===== src/rtl/bch_map_pkg.sv =====
// Shared types for the BCH error location mapper.
package bch_map_pkg;
    typedef enum logic [1:0] {
        RES_OK     = 2'd0,
        RES_FAIL   = 2'd1,
        RES_BADLOC = 2'd2
    } res_e;

    typedef enum logic [1:0] {
        ST_IDLE = 2'd0,
        ST_WALK = 2'd1,
        ST_FIN  = 2'd2
    } st_e;
endpackage


===== src/rtl/ecc_screen.sv =====
// Screening of the computed and stored code bytes.
// Produces the byte-reversed syndrome with the pad byte forced to zero,
// a flag for an all-zero syndrome and a flag for an erased (all 0xFF) page.
// Assumes ECC_BYTES >= CODE_BYTES; bytes above CODE_BYTES are pads.
module ecc_screen #(
    parameter int CODE_BYTES = 13,
    parameter int ECC_BYTES  = 14
) (
    input  logic [ECC_BYTES*8-1:0]  calc_ecc,
    input  logic [CODE_BYTES*8-1:0] stored_ecc,
    output logic [ECC_BYTES*8-1:0]  syn_rev,
    output logic                    syn_zero,
    output logic                    erased
);
    logic [CODE_BYTES-1:0] byte_zero;
    logic [CODE_BYTES-1:0] byte_ff;

    // Per code byte: reversal and the two screening tests.
    for (genvar g = 0; g < CODE_BYTES; g++) begin : g_code
        assign syn_rev[g*8 +: 8] = calc_ecc[(CODE_BYTES-1-g)*8 +: 8];
        assign byte_zero[g]      = (calc_ecc[g*8 +: 8] == 8'h00);
        assign byte_ff[g]        = (stored_ecc[g*8 +: 8] == 8'hFF);
    end

    // Pad bytes: always presented as zero.
    for (genvar p = CODE_BYTES; p < ECC_BYTES; p++) begin : g_pad
        assign syn_rev[p*8 +: 8] = 8'h00;
    end

    assign syn_zero = &byte_zero;
    assign erased   = &byte_ff;
endmodule


===== src/rtl/loc_decode.sv =====
// Decodes one backward-counted bit location into a flip command.
// Byte position = LIMIT-1 - floor(loc/8), LIMIT = SECT_BYTES + CODE_BYTES.
// Assumes LIMIT fits in LOC_W-3 bits.
module loc_decode #(
    parameter int SECT_BYTES = 512,
    parameter int CODE_BYTES = 13,
    parameter int LOC_W      = 13,
    parameter int ADDR_W     = 9
) (
    input  logic [LOC_W-1:0]  loc,
    output logic              hit,
    output logic              to_ecc,
    output logic [ADDR_W-1:0] addr,
    output logic [7:0]        mask
);
    localparam int LIMIT = SECT_BYTES + CODE_BYTES;
    localparam int BB_W  = LOC_W - 3;

    logic [BB_W-1:0] byte_back;
    logic [BB_W-1:0] pos;

    // Position arithmetic and target selection.
    always_comb begin
        byte_back = loc[LOC_W-1:3];
        pos       = BB_W'(LIMIT - 1) - byte_back;
        hit       = (byte_back < BB_W'(LIMIT));
        to_ecc    = (pos >= BB_W'(SECT_BYTES));
        addr      = to_ecc ? ADDR_W'(pos - BB_W'(SECT_BYTES)) : ADDR_W'(pos);
        mask      = 8'd1 << loc[2:0];
    end
endmodule


===== src/rtl/bch_errloc_mapper.sv =====
// Top: screens a sector, then walks up to MAX_ERR locator outputs one per
// clock, issuing flip commands and a final result with a done pulse.
// Assumes start is only honoured in idle; the list is latched at start.
module bch_errloc_mapper
    import bch_map_pkg::*;
#(
    parameter int SECT_BYTES = 512,
    parameter int CODE_BYTES = 13,
    parameter int MAX_ERR    = 8,
    parameter int LOC_W      = 13
) (
    input  logic                              clk,
    input  logic                              rst_n,
    input  logic                              start,
    input  logic [(CODE_BYTES+1)*8-1:0]       calc_ecc,
    input  logic [CODE_BYTES*8-1:0]           stored_ecc,
    input  logic                              loc_fail,
    input  logic [$clog2(MAX_ERR+1)-1:0]      loc_count,
    input  logic [MAX_ERR*LOC_W-1:0]          loc_list,
    output logic [(CODE_BYTES+1)*8-1:0]       syn_rev,
    output logic                              wr_valid,
    output logic                              wr_ecc,
    output logic [$clog2(SECT_BYTES)-1:0]     wr_addr,
    output logic [7:0]                        wr_mask,
    output logic                              done,
    output logic [1:0]                        res_code,
    output logic [$clog2(MAX_ERR+1)-1:0]      res_count
);
    localparam int ECC_BYTES = CODE_BYTES + 1;
    localparam int ADDR_W    = $clog2(SECT_BYTES);
    localparam int CNT_W     = $clog2(MAX_ERR + 1);
    localparam int LIST_W    = MAX_ERR * LOC_W;

    st_e               st_q;
    logic [LIST_W-1:0] list_q;
    logic [CNT_W-1:0]  rem_q;
    logic [CNT_W-1:0]  fixes_q;
    logic              bad_q;

    logic              syn_zero;
    logic              erased;
    logic              hit;
    logic              hit_ecc;
    logic [ADDR_W-1:0] hit_addr;
    logic [7:0]        hit_mask;

    ecc_screen #(
        .CODE_BYTES (CODE_BYTES),
        .ECC_BYTES  (ECC_BYTES)
    ) u_screen (
        .calc_ecc   (calc_ecc),
        .stored_ecc (stored_ecc),
        .syn_rev    (syn_rev),
        .syn_zero   (syn_zero),
        .erased     (erased)
    );

    loc_decode #(
        .SECT_BYTES (SECT_BYTES),
        .CODE_BYTES (CODE_BYTES),
        .LOC_W      (LOC_W),
        .ADDR_W     (ADDR_W)
    ) u_decode (
        .loc    (list_q[LOC_W-1:0]),
        .hit    (hit),
        .to_ecc (hit_ecc),
        .addr   (hit_addr),
        .mask   (hit_mask)
    );

    // Job sequencer: screening on start, per-location walk, final report.
    always_ff @(posedge clk) begin
        if (!rst_n) begin
            st_q      <= ST_IDLE;
            list_q    <= '0;
            rem_q     <= '0;
            fixes_q   <= '0;
            bad_q     <= 1'b0;
            wr_valid  <= 1'b0;
            wr_ecc    <= 1'b0;
            wr_addr   <= '0;
            wr_mask   <= '0;
            done      <= 1'b0;
            res_code  <= RES_OK;
            res_count <= '0;
        end else begin
            wr_valid <= 1'b0;
            done     <= 1'b0;
            case (st_q)
                ST_IDLE: begin
                    if (start) begin
                        if (syn_zero || erased) begin
                            done      <= 1'b1;
                            res_code  <= RES_OK;
                            res_count <= '0;
                        end else if (loc_fail || loc_count > CNT_W'(MAX_ERR)) begin
                            done      <= 1'b1;
                            res_code  <= RES_FAIL;
                            res_count <= '0;
                        end else if (loc_count == '0) begin
                            done      <= 1'b1;
                            res_code  <= RES_OK;
                            res_count <= '0;
                        end else begin
                            list_q  <= loc_list;
                            rem_q   <= loc_count;
                            fixes_q <= '0;
                            bad_q   <= 1'b0;
                            st_q    <= ST_WALK;
                        end
                    end
                end
                ST_WALK: begin
                    if (hit) begin
                        wr_valid <= 1'b1;
                        wr_ecc   <= hit_ecc;
                        wr_addr  <= hit_addr;
                        wr_mask  <= hit_mask;
                        fixes_q  <= fixes_q + 1'b1;
                    end else begin
                        bad_q <= 1'b1;
                    end
                    list_q <= list_q >> LOC_W;
                    rem_q  <= rem_q - 1'b1;
                    if (rem_q == CNT_W'(1)) begin
                        st_q <= ST_FIN;
                    end
                end
                ST_FIN: begin
                    done      <= 1'b1;
                    res_code  <= bad_q ? RES_BADLOC : RES_OK;
                    res_count <= fixes_q;
                    st_q      <= ST_IDLE;
                end
                default: st_q <= ST_IDLE;
            endcase
        end
    end

    // every command flips exactly one bit.
    assert_one_bit_R6: assert property (@(posedge clk) disable iff (!rst_n)
        wr_valid |-> $countones(wr_mask) == 1);

    // code-byte commands stay inside the stored code bytes.
    assert_ecc_addr_R8: assert property (@(posedge clk) disable iff (!rst_n)
        (wr_valid && wr_ecc) |-> wr_addr < ADDR_W'(CODE_BYTES));

    // a clean syndrome ends the job at once with OK and no flips.
    assert_clean_exit_R2: assert property (@(posedge clk) disable iff (!rst_n)
        (st_q == ST_IDLE && start && syn_zero) |=>
            (done && !wr_valid && res_code == RES_OK && res_count == '0));

    // an erased page ends the job with OK even if the locator failed.
    assert_erased_exit_R3: assert property (@(posedge clk) disable iff (!rst_n)
        (st_q == ST_IDLE && start && !syn_zero && erased) |=>
            (done && !wr_valid && res_code == RES_OK));

    // a locator failure reports FAIL with no flips.
    assert_fail_exit_R4: assert property (@(posedge clk) disable iff (!rst_n)
        (st_q == ST_IDLE && start && !syn_zero && !erased && loc_fail) |=>
            (done && !wr_valid && res_code == RES_FAIL && res_count == '0));

    // the reported count never exceeds the list limit.
    assert_count_bound_R10: assert property (@(posedge clk) disable iff (!rst_n)
        done |-> res_count <= CNT_W'(MAX_ERR));
endmodule


===== config.mk =====
export PLATFORM = sky130hd
export DESIGN_NAME = bch_errloc_mapper
export DESIGN_NICKNAME = d
export VERILOG_FILES = /design/src/rtl/bch_map_pkg.sv /design/src/rtl/ecc_screen.sv /design/src/rtl/loc_decode.sv /design/src/rtl/bch_errloc_mapper.sv
export SDC_FILE = /design/constraint.sdc
export NUM_CORES = 1
export LEC_CHECK = 0
export BUFFER_PORTS_ARGS = -buffer_cell sky130_fd_sc_hd__buf_2
export CAP_MARGIN = 20
export CORE_AREA = 4 4 180 182
export CTS_BUF_LIST = sky130_fd_sc_hd__clkbuf_16
export CTS_CLUSTER_SIZE = 30
export DETAILED_ROUTE_END_ITERATION = 10
export DIE_AREA = 0 0 184 186
export PLACE_DENSITY = 0.54
export SLEW_MARGIN = 20
export SYNTH_ARGS = -nofsm -noshare
export SYNTH_HDL_FRONTEND = slang
export SYNTH_HIERARCHICAL = 1
export SYNTH_SLANG_ARGS = --single-unit
export TNS_END_PERCENT = 10

===== constraint.sdc =====
create_clock -name clk -period 3.47 [get_ports clk]
set_input_delay 0.347 -clock clk [delete_from_list [all_inputs] [get_ports clk]]
set_output_delay 0.347 -clock clk [all_outputs]
set_load 0.01 [all_outputs]

# Word-level counts from Yosys, hierarchy flattened
# Index checks and enable logic that the tools add are counted.
# W data, S select, Z words.
[totals]
reg_bits = 141
input_bits = 328
output_inout_bits = 138
elab_cells = 118
[classes]
addsub = 4
order_cmp = 3
n_eq_ne = 24
shifts = 1
mux = 46
n_reduce_logical = 28
[ops]
columns = ["cell", "count"]
rows = [
  ["$mux W104", 4],
  ["$pmux W104 S2", 1],
  ["$eq A8 B8 Y1 const B", 13],
  ["$logic_not A8 Y1", 13],
  ["$mux W4", 13],
  ["$reduce_and A13 Y1", 2],
  ["$pmux W4 S2", 3],
  ["$mux W2", 10],
  ["$ne A2 B2 Y1 const B", 7],
  ["$reduce_and A6 Y1", 2],
  ["$ge A10 B10 Y1 const B", 1],
  ["$lt A10 B10 Y1 const B", 1],
  ["$mux W1", 10],
  ["$reduce_and A5 Y1", 2],
  ["$sub A10 B10 Y10 const A", 1],
  ["$mux W9", 1],
  ["$sub A9 B1 Y9 const B", 1],
  ["$pmux W2 S2", 2],
  ["$shl A1 B3 Y8 const A", 1],
  ["$add A4 B1 Y4 const B", 1],
  ["$eq A4 B1 Y1 const B", 1],
  ["$gt A4 B4 Y1 const B", 1],
  ["$logic_not A4 Y1", 1],
  ["$ne A4 B4 Y1 const B", 1],
  ["other kinds (9)", 13],
]

# Depth between registers and ports, before layout
# Gate-level depths: netlist of run 1.
[depth]
depth_word = 6
mapped_depth = 11
mapped_depth_nobuf = 8

# Cells and area by module
# Netlist of run 1, hierarchy kept.
[modules_own_cells]
columns = ["mod", "instances", "cells_per_inst", "area_per_inst_um2"]
rows = [
  ["bch_errloc_mapper", 1, 785, 6540.0],
  ["ecc_screen", 1, 184, 1293.7],
  ["loc_decode", 1, 33, 242.7],
]

# Worst setup path after synthesis of run 1
# Ideal clock, no wire load.
[synth_path]
path_kind = "input port to flip-flop"
from = "in calc_ecc[6]"
to = "reg list_q[31]"
setup_time_ps = 116
arrival_time_ps = 2419
required_time_ps = 3354
path_slack_ps = 936
cell_stages = 10
n_path_buf = 2
cell_sequence = "nor4_1 nand4_1 or4_1 nor4_2 nor4b_2 a31oi_4 buf_2 buf_2 a2111oi_0 a31o_1"
[synth_via]
elab_chain_cells = 5
[synth_lines]
columns = ["element", "line", "source"]
rows = [
  ["from (decl)", "bch_errloc_mapper.sv:15", "input logic [(CODE_BYTES+1)*8-1:0] calc_ecc,"],
  ["$logic_not A8 Y1", "ecc_screen.sv:21", "assign byte_zero[g] = (calc_ecc[g*8 +: 8] == 8'h00);"],
  ["$reduce_and A13 Y1", "ecc_screen.sv:30", "assign syn_zero = &byte_zero;"],
  ["net syn_zero", "bch_errloc_mapper.sv:40", "logic syn_zero;"],
  ["$logic_or A1 B1 Y1", "bch_errloc_mapper.sv:92", "if (syn_zero || erased) begin"],
  ["$ne A2 B2 Y1 (no line)", "--", ""],
  ["$reduce_and A5 Y1 (no line)", "--", ""],
  ["to (signal assigned)", "bch_errloc_mapper.sv:105", "list_q <= loc_list;"],
  ["to (signal assigned)", "bch_errloc_mapper.sv:123", "list_q <= list_q >> LOC_W;"],
  ["to (decl)", "bch_errloc_mapper.sv:35", "logic [LIST_W-1:0] list_q;"],
]
# The timed path passes the listed nets, and every way through them passes these cells.
# A chain may end at the register's enable or synchronous reset.

# Worst setup path after layout of run 1
[layout_path]
from = "in calc_ecc[54]"
to = "reg list_q[62]"
# Same word-level chain as after synthesis.

==> results of run 1 <==
-- cell type report --
class                      count  area [sq um]
fill                        3292         20000
multi-input combinational    657          4030
sequential                   141          2830
timing repair buffer         484          2600
tap                          396           495
clock buffer                  17           425
clock inverter                15           138
inverter                       7          27.5
antenna                        7          17.5
-- through the flow --
stage               instance area [sq um]  cells  total power [mW]  hold WS, ns
global placement                     9980   1685              2.66        0.445
global route                        10600   1722              4.61        0.183
floorplan                            8100   1009              2.29        0.449
detailed placement                   9980   1685              2.66        0.447
CTS                                 10500   1717              4.45        0.168
finish                              10600   1724              4.41        0.184
-- layer usage --
metal  global-route usage  vias up  routed length [um]
met2                0.338      366               17500
met4               0.0373       14                 546
li1                     -     4219                   -
met5                    0        -                  95
met3               0.0643       41                3100
met1                0.271     4206               16100
-- worst register-to-register path: stages (launching register included) --
cell and delay [ns]:
dfxtp_4 0.59, nand2b_4 0.56, buf_4 0.34, nand2_1 0.08, a2111oi_0 0.83, a31o_1 0.18
-- synth_stat cells (all sizes together) (6+ instances only) --
cell / number
nand4: 34
nand2: 230
clkbuf: 71
buf: 133
nor2: 15
o21ai: 24
inv: 6
nor4: 36
and3: 8
a21oi: 29
a31o: 91
a2111oi: 91
nand3: 17
dfxtp: 141
o211ai: 17
-- cells by family (layout without fill, tap and decap cells) --
group / Yosys count / after routing / synth area share
multiplexers: 1 / 1 / 0.00139
AO/OA/AOI/OAI: 268 / 268 / 0.264
flip-flops: 141 / 141 / 0.349
other: 1 / 15 / 0.000464
adder cells (fa/ha/maj): 4 / 4 / 0.00620
AND/OR/NAND/NOR: 368 / 368 / 0.213
buffers and inverters: 211 / 523 / 0.157
XOR/XNOR: 8 / 8 / 0.00868
-- path summary, 6_finish.rpt --
check,startpoint,end,slack [ns],cells after the start
setup / recovery,calc_ecc[54],list_q[62],0.66,12
hold / removal,loc_list[94],list_q[94],0.18,3
setup reg to reg,st_q[1],list_q[48],0.84,5
hold reg to reg,wr_mask[4],wr_mask[4],0.46,2
-- power by group --
group	switching (mW)	total [mW]	internal [mW]
registers	0.0669	1.78	1.71
clock network	0.782	1.78	0.998
logic	0.482	0.850	0.368
-- registers in the layout, summed over array words and instances, names as in the netlist --
| name | count |
|---|---|
| done | 1 |
| res_code | 2 |
| wr_valid | 1 |
| bad_q | 1 |
| wr_mask | 8 |
| list_q | 104 |
| wr_ecc | 1 |
| st_q | 2 |
| fixes_q | 4 |
| rem_q | 4 |
| wr_addr | 9 |
| res_count | 4 |
==> metrics.yaml, run 1 <==
status:
  status: "finished, final reports clean"
clock_network:
  cts_buffer_depth: 2
  cts_tree: "done"
  clkSinkCount: 141
  cts_max_level: 4
  insertion_delay_ns: 0.42
  cts-root-buf: "clkbuf_16"
  cts_buffers: 17
  cts_setup_buffers: 0
  hold_buffers: 0
  ctsResizeCount: 0
  clkTransAtPathRegs_ns: 0.06
setup_path:
  crit_fanout: 39
  cp-end-kind: "flip-flop"
  cp_slowest_cell: "or4_1"
  critPathKind: "primary input to flip-flop"
  cpLargestDelayFamily: "simple AND/OR/NAND/NOR gates"
  cp-start-kind: "primary input"
  worstPathRequired_ns: 3.83
  crit_chain: "buf_2 > nor4_1 > nand4_1 > or4_1 > nor4_2 > buf_4 > nor4b_2 > a31oi_4 > buf_12 > or2_4 > buf_12 > a31o_2"
  path_common_cell: "buf_12"
  critPathBufInv: 4
  cpPeakStageDelay_ns: 0.63
  critPathArrivalTime_ns: 3.18
final_layout:
  utilization: 0.345
  layout-drive-gt1-share: 0.446
  mostFrequentLayoutCells: "buf_2, nand2_1, dfxtp_1, a2111oi_0, a31o_2"
  final_common_cell: "buf_2"
  syn_to_final_growth_pct: 30.8
  nets: 1640
timing:
  finalHoldViolCount: 0
  slew_violations: 0
  fin_ws_ns: 0.656
  rsz0062_at_grt: "false"
  fin_setup_tns_ns: 0
  fin_worst_skew_ns: 0.00916
  period_share: 0.811
  finalCriticalPeriod_ns: 2.81
  tightest_slew_ns: 0.911
  max_freq_ghz: 0.355
  finalSetupViolations: 0
  max-slew-margin-rel: 0.377
min_path:
  hold_class: "primary input to flip-flop"
synthesis:
  yosysTopAreaCell: "dfxtp_1"
  ys_ff_latch: 141
  yosysUniqueCellTypes: 53
  synth_edf_count: 0
  synthArstFlopShare: 0
  synth_top_area_share: 0.349
  syn_area_per_cell_sq_um: 8.06
  ys_warn_count: 6
  ys_top_cells_by_area: "dfxtp_1, nand2_1, buf_4"
  synthCells: 1002
  ys.flop_type: "dfxtp_1"
  syn_area_sq_um: 8080
  seq_area_frac_synth: 0.349
die:
  start_util: 0.264
  die_width_um: 184
  ioPinCount: 466
  die_height_um: 186
  die_area_sq_um: 34200
  rows: 64
  core_area_sq_um: 30600
routing:
  antenna_left: 0
  drtIter0Drc: 537
  drc: 0
  vias: 8846
  wl_per_cell_um: 21.7
  totalWireLength_um: 37300
  avgViaCountPerCell: 5.13
  first_pass_iters: 5
global_routing:
  grt_usage: 0.206
  overflow: 0
  grt_pass1_vias: 8637
  grt_pass1_wl_um: 53400
  grt_max_degree: 84
  antenna_found_initial: 17
placement:
  port_buffers: 449
  hpwl_um: 30100
  place_congestion: 0.993
  pre_cts_ws_ns: 0.228
power:
  power_density_nw_per_um2: 417
  ir_worst_vdd_uv: 363
  cellLeakagePower_nw: 4.61
run:
  cap_violations: 0
Power figures use the tool's default switching activity.
==> inputs of run 2 (changes only) <==
--- a/config.mk
+++ b/config.mk
@@ -12,7 +12,7 @@
 export CTS_CLUSTER_SIZE = 30
 export DETAILED_ROUTE_END_ITERATION = 10
 export DIE_AREA = 0 0 184 186
-export PLACE_DENSITY = 0.54
+export PLACE_DENSITY = 0.55
 export SLEW_MARGIN = 20
 export SYNTH_ARGS = -nofsm -noshare
 export SYNTH_HDL_FRONTEND = slang
==> constraint.sdc (replaced) <==
create_clock -name clk -period 2.4 [get_ports clk]
set_input_delay 0.24 -clock clk [delete_from_list [all_inputs] [get_ports clk]]
set_output_delay 0.24 -clock clk [all_outputs]
set_load 0.01 [all_outputs]
==> metrics.yaml, run 2 (synthesized netlist as in run 1, its figures left out) <==
timing:
  finalCriticalPeriod_ns: 2.37
  finalHoldViolCount: 0
  rsz0062_at_grt: "true"
  tightest_slew_ns: 0.663
  fin_worst_skew_ns: 0.0117
  fin_setup_tns_ns: 0
  holdWs_ns: 0.0720
  max_freq_ghz: 0.421
  slew_violations: 0
  finalSetupViolations: 0
  period_share: 0.989
  max-slew-margin-rel: 0.558
min_path:
  holdPathStages: 3
  worstHoldStart: "loc_list[96]"
  hold_path_end: "list_q[96]"
  hold_class: "primary input to flip-flop"
final_layout:
  final_common_cell: "buf_2"
  nets: 1710
  largest_reg_flops: 104
  layout-drive-gt1-share: 0.475
  utilization: 0.367
  syn_to_final_growth_pct: 39.2
  n_fill_cell: 3327
  design_area_sq_um: 11200
  reg_top3: "list_q x104, wr_addr x9, wr_mask x8"
  multi_input_area_sq_um: 4090
  mostFrequentLayoutCells: "buf_2, nand2_1, dfxtp_1, a2111oi_0, buf_4"
  seqCellArea_sq_um: 2830
  regMostFlops: "list_q"
placement:
  place_congestion: 0.955
  hpwl_um: 30700
  port_buffers: 449
  dpl_cell_area_sq_um: 10600
routing:
  vias: 8922
  first_pass_iters: 4
  avgViaCountPerCell: 4.99
  antenna_left: 0
  drtIter0Drc: 593
  totalWireLength_um: 38400
  wl_per_cell_um: 21.5
  drc: 0
power:
  power_density_nw_per_um2: 580
  ir_worst_vdd_uv: 504
  switchingPower_mw: 1.89
  p_sw_frac: 0.290
  combPwrFrac: 0.209
  power_frac_seq: 0.394
  cellLeakagePower_nw: 5.02
  clkPwrFrac: 0.397
  p_int_mw: 4.63
die:
  die_area_sq_um: 34200
  die_width_um: 184
  core_area_sq_um: 30600
  ioPinCount: 466
  start_util: 0.264
  rows: 64
  die_height_um: 186
status:
  status: "finished, final reports clean"
global_routing:
  grt_pass1_wl_um: 54200
  antenna_found_initial: 4
  overflow: 0
  grt_pass1_vias: 8636
  grt_max_degree: 131
  grt_usage: 0.210
setup_path:
  worstPathRequired_ns: 2.76
  cp-start-kind: "primary input"
  r2r-end: "fixes_q[3]"
  rrSetupSlack_ns: 0.25
  crit_fanout: 11
  worstReg2RegStart: "list_q[8]"
  critPathKind: "primary input to flip-flop"
  cp-end-kind: "flip-flop"
  worstRegToRegCells: 6
  critPathArrivalTime_ns: 2.74
clock_network:
  cts-root-buf: "clkbuf_16"
  insertion_delay_ns: 0.42
  cts_max_level: 4
  cts_tree: "done"
  hold_buffers: 0
  cts_buffers: 17
  cts_buffer_depth: 2
  clkTransAtPathRegs_ns: 0.06
  clkSinkCount: 141
run:
  cap_violations: 0
run 2: cell count changes in the layout (fill, tap and decap cells not counted), sizes merged:
cell / change
diode: -5
clkinvlp: -2
clkinv: +2
bufinv: +1
buf: +67
inv: -1
or2: +1
clkbuf: +2
run 2: how the worst max path moves through the flow:
stage                 start           to  slack [ns]  cells after the start
2_1_floorplan   calc_ecc[6]     rem_q[2]       0.006                     11
3_3_place_gp   calc_ecc[69]   list_q[55]       -0.54                     12
3_5_place_dp   calc_ecc[19]   list_q[45]       -0.62                     11
4_1_cts        calc_ecc[19]    list_q[5]       -0.01                     11
5_1_grt        calc_ecc[19]  list_q[103]       -0.08                     11
6_report       calc_ecc[19]   list_q[36]        0.03                     11
run 2: layout make-up:
cell class                 count  share of cell area
clock buffer                  17              0.0378
clock inverter                15              0.0131
inverter                       7             0.00245
sequential                   141               0.251
multi-input combinational    658               0.364
timing repair buffer         553               0.286
antenna                        2            0.000445
tap                          396              0.0441
run 2: layer usage:
| layer | vias up | part of all wire | GRT usage | wire length [um] |
|---|---|---|---|---|
| met5 | - | 0.00052 | 0 | 20 |
| met1 | 4234 | 0.45 | 0.282 | 17300 |
| met2 | 299 | 0.45 | 0.328 | 17200 |
| met3 | 31 | 0.078 | 0.0653 | 3010 |
| li1 | 4356 | - | - | - |
| met4 | 2 | 0.025 | 0.0577 | 946 |
run 2: power by group through the flow:
stage                     Combinational, mW  Clock (mW)  Sequential [mW]
after floorplan                       0.710           0             2.60
after global placement                 1.33           0             2.62
after detailed placement               1.33           0             2.62
after CTS                              1.34        2.64             2.57
after global routing                   1.48        2.75             2.59
final                                  1.36        2.59             2.57
run 2: stage by stage:
| stage | setup slack [ns] | total power, mW | cells |
|---|---|---|---|
| floorplan | 0.00587 | 3.31 | 1009 |
| global placement | -0.540 | 3.94 | 1752 |
| detailed placement | -0.622 | 3.95 | 1752 |
| CTS | -0.0113 | 6.55 | 1784 |
| global route | -0.0814 | 6.81 | 1788 |
| finish | 0.0258 | 6.52 | 1789 |
run 2: worst max-delay path, cell delays in order:
cell,delay [ns]
buf_2,0.12
nor4_4,0.31
nand4_1,0.19
or4_4,0.58
nor4_4,0.24
nor4b_2,0.12
a31oi_4,0.19
buf_12,0.16
or2_4,0.21
buf_4,0.21
a31o_2,0.16
run 2: what timing repair did:
action,in CTS,in global routing
gates resized for setup,6,2
setup endpoints to repair,106,106
cloned,0,3
setup buffers,0,0
pin swaps,0,0
==> inputs of run 3 (changes only) <==
--- a/config.mk
+++ b/config.mk
@@ -13,6 +13,7 @@
 export DETAILED_ROUTE_END_ITERATION = 10
 export DIE_AREA = 0 0 184 186
 export PLACE_DENSITY = 0.55
+export REMOVE_ABC_BUFFERS = 1
 export SLEW_MARGIN = 20
 export SYNTH_ARGS = -nofsm -noshare
 export SYNTH_HDL_FRONTEND = slang
==> metrics.yaml, run 3 (synthesized netlist as in run 1, its figures left out) <==
final_layout:
  mostFrequentLayoutCells: "buf_2, nand2_1, dfxtp_1, buf_4, a2111oi_0"
  reg_top3: "list_q x104, wr_addr x9, wr_mask x8"
  final_cell_count_no_fill: 1812
  final_common_cell: "buf_2"
  layout-drive-gt1-share: 0.481
  nets: 1727
  regMostFlops: "list_q"
  largest_reg_flops: 104
  syn_to_final_growth_pct: 40.2
clock_network:
  cts_buffers: 17
  cts_setup_buffers: 0
  insertion_delay_ns: 0.43
  clkSinkCount: 141
  clkTransAtPathRegs_ns: 0.07
  cts_max_level: 4
  cts_buffer_depth: 2
  cts-root-buf: "clkbuf_16"
  cts_tree: "done"
  hold_buffers: 0
global_routing:
  met3_usage: 0.0999
  grt_pass1_wl_um: 67500
  grt_max_degree: 76
  grt_usage: 0.278
  top_usage_layer: "met1"
  overflow: 0
  grt_pass1_vias: 8954
  met2_usage: 0.399
  antenna_found_initial: 17
  grt_use_met1: 0.402
placement:
  dpl.cell_count: 1772
  pre_cts_ws_ns: -0.436
  hpwl_um: 42600
  port_buffers: 449
  place_congestion: 0.992
routing:
  antenna_left: 0
  avgViaCountPerCell: 5.31
  drtIter0Drc: 862
  totalWireLength_um: 50600
  vias: 9625
  drc: 0
  first_pass_iters: 5
  wl_per_cell_um: 27.9
setup_path:
  critPathBufInv: 3
  crit_chain: "buf_2 > nor4_2 > nand4_1 > or4_1 > nor4_4 > nor4b_2 > a31oi_4 > buf_12 > buf_12 > a2111oi_0 > a31o_2"
  worstPathRequired_ns: 2.72
  crit_fanout: 36
  cp-start-kind: "primary input"
  cpPeakStageDelay_ns: 0.60
  critPathKind: "primary input to flip-flop"
  path_common_cell: "buf_12"
  cp_slowest_cell: "or4_1"
  cpLargestDelayFamily: "simple AND/OR/NAND/NOR gates"
  cp-end-kind: "flip-flop"
  critPathArrivalTime_ns: 2.65
timing:
  fin_worst_skew_ns: 0.0125
  slew_violations: 0
  period_share: 0.969
  tightest_slew_ns: 0.797
  max-slew-margin-rel: 0.469
  holdWs_ns: 0.0735
  finalCriticalPeriod_ns: 2.33
  rsz0062_at_grt: "false"
  finalHoldViolCount: 0
  fin_ws_ns: 0.0733
  finalSetupViolations: 0
  max_freq_ghz: 0.430
power:
  ir_worst_vdd_uv: 399
  p_sw_frac: 0.314
  power_frac_seq: 0.377
  clkPwrFrac: 0.400
  power_density_nw_per_um2: 602
  p_int_mw: 4.68
  cellLeakagePower_nw: 5.08
  combPwrFrac: 0.223
  switchingPower_mw: 2.14
die:
  start_util: 0.264
  die_width_um: 184
  core_area_sq_um: 30600
  ioPinCount: 466
  die_area_sq_um: 34200
  rows: 64
  die_height_um: 186
run:
  cap_violations: 0
min_path:
  hold_class: "primary input to flip-flop"
status:
  status: "finished, final reports clean"
run 3: metrics by stage:
stage                     total power, mW  TNS, ns  cell area, sq um   util
final                                6.81        0             11300  0.370
after global routing                 7.08        0             11300  0.370
after CTS                            6.85        0             11300  0.369
after detailed placement             4.12   -41.38             10700  0.349
after global placement               4.11   -37.61             10700  0.349
after floorplan                      3.04  -373.41              6860      -
run 3: area by class of cell:
cell class	instances	area (sq um)
fillers	3281	19300
multi-input cells	657	4050
repair buffers	571	3310
flip-flops and latches	141	2830
well taps	396	495
clock buffers	17	425
clock inverters	15	175
inverters	7	27.5
diodes	8	20.0
run 3: final timing paths:
| kind | startpoint | end | slack (ns) | cells past startpoint |
|---|---|---|---|---|
| max | calc_ecc[6] | list_q[54] | 0.07 | 11 |
| min | loc_list[98] | list_q[98] | 0.07 | 3 |
| max reg2reg | list_q[8] | fixes_q[3] | 0.25 | 6 |
| min reg2reg | wr_ecc | wr_ecc | 0.45 | 2 |
run 3: per-layer routing:
layer,wire [um],vias to the layer above
li1,-,4395
met4,822,6
met1,22400,4650
met5,28,-
met3,5800,49
met2,21600,525
run 3: power groups by stage:
stage	sequential [mW]	clock, mW	combinational (mW)
2_1_floorplan	2.60	0	0.440
3_3_place_gp	2.61	0	1.50
3_5_place_dp	2.62	0	1.51
4_1_cts	2.56	2.77	1.51
5_1_grt	2.58	2.88	1.62
6_report	2.57	2.73	1.52
run 3: worst reg2reg max path, delay by kind of cell (launching register included):
family	cells	cell delay, ns
AO/OA/AOI/OAI	3	0.65
AND/OR/NAND/NOR	3	1.02
flip-flops	1	0.37
run 3: what timing repair did:
action / CTS / global route
endpoints found under the hold margin: 0 / 0
endpoints found under the setup margin: 0 / 99
resized for setup: 0 / 3
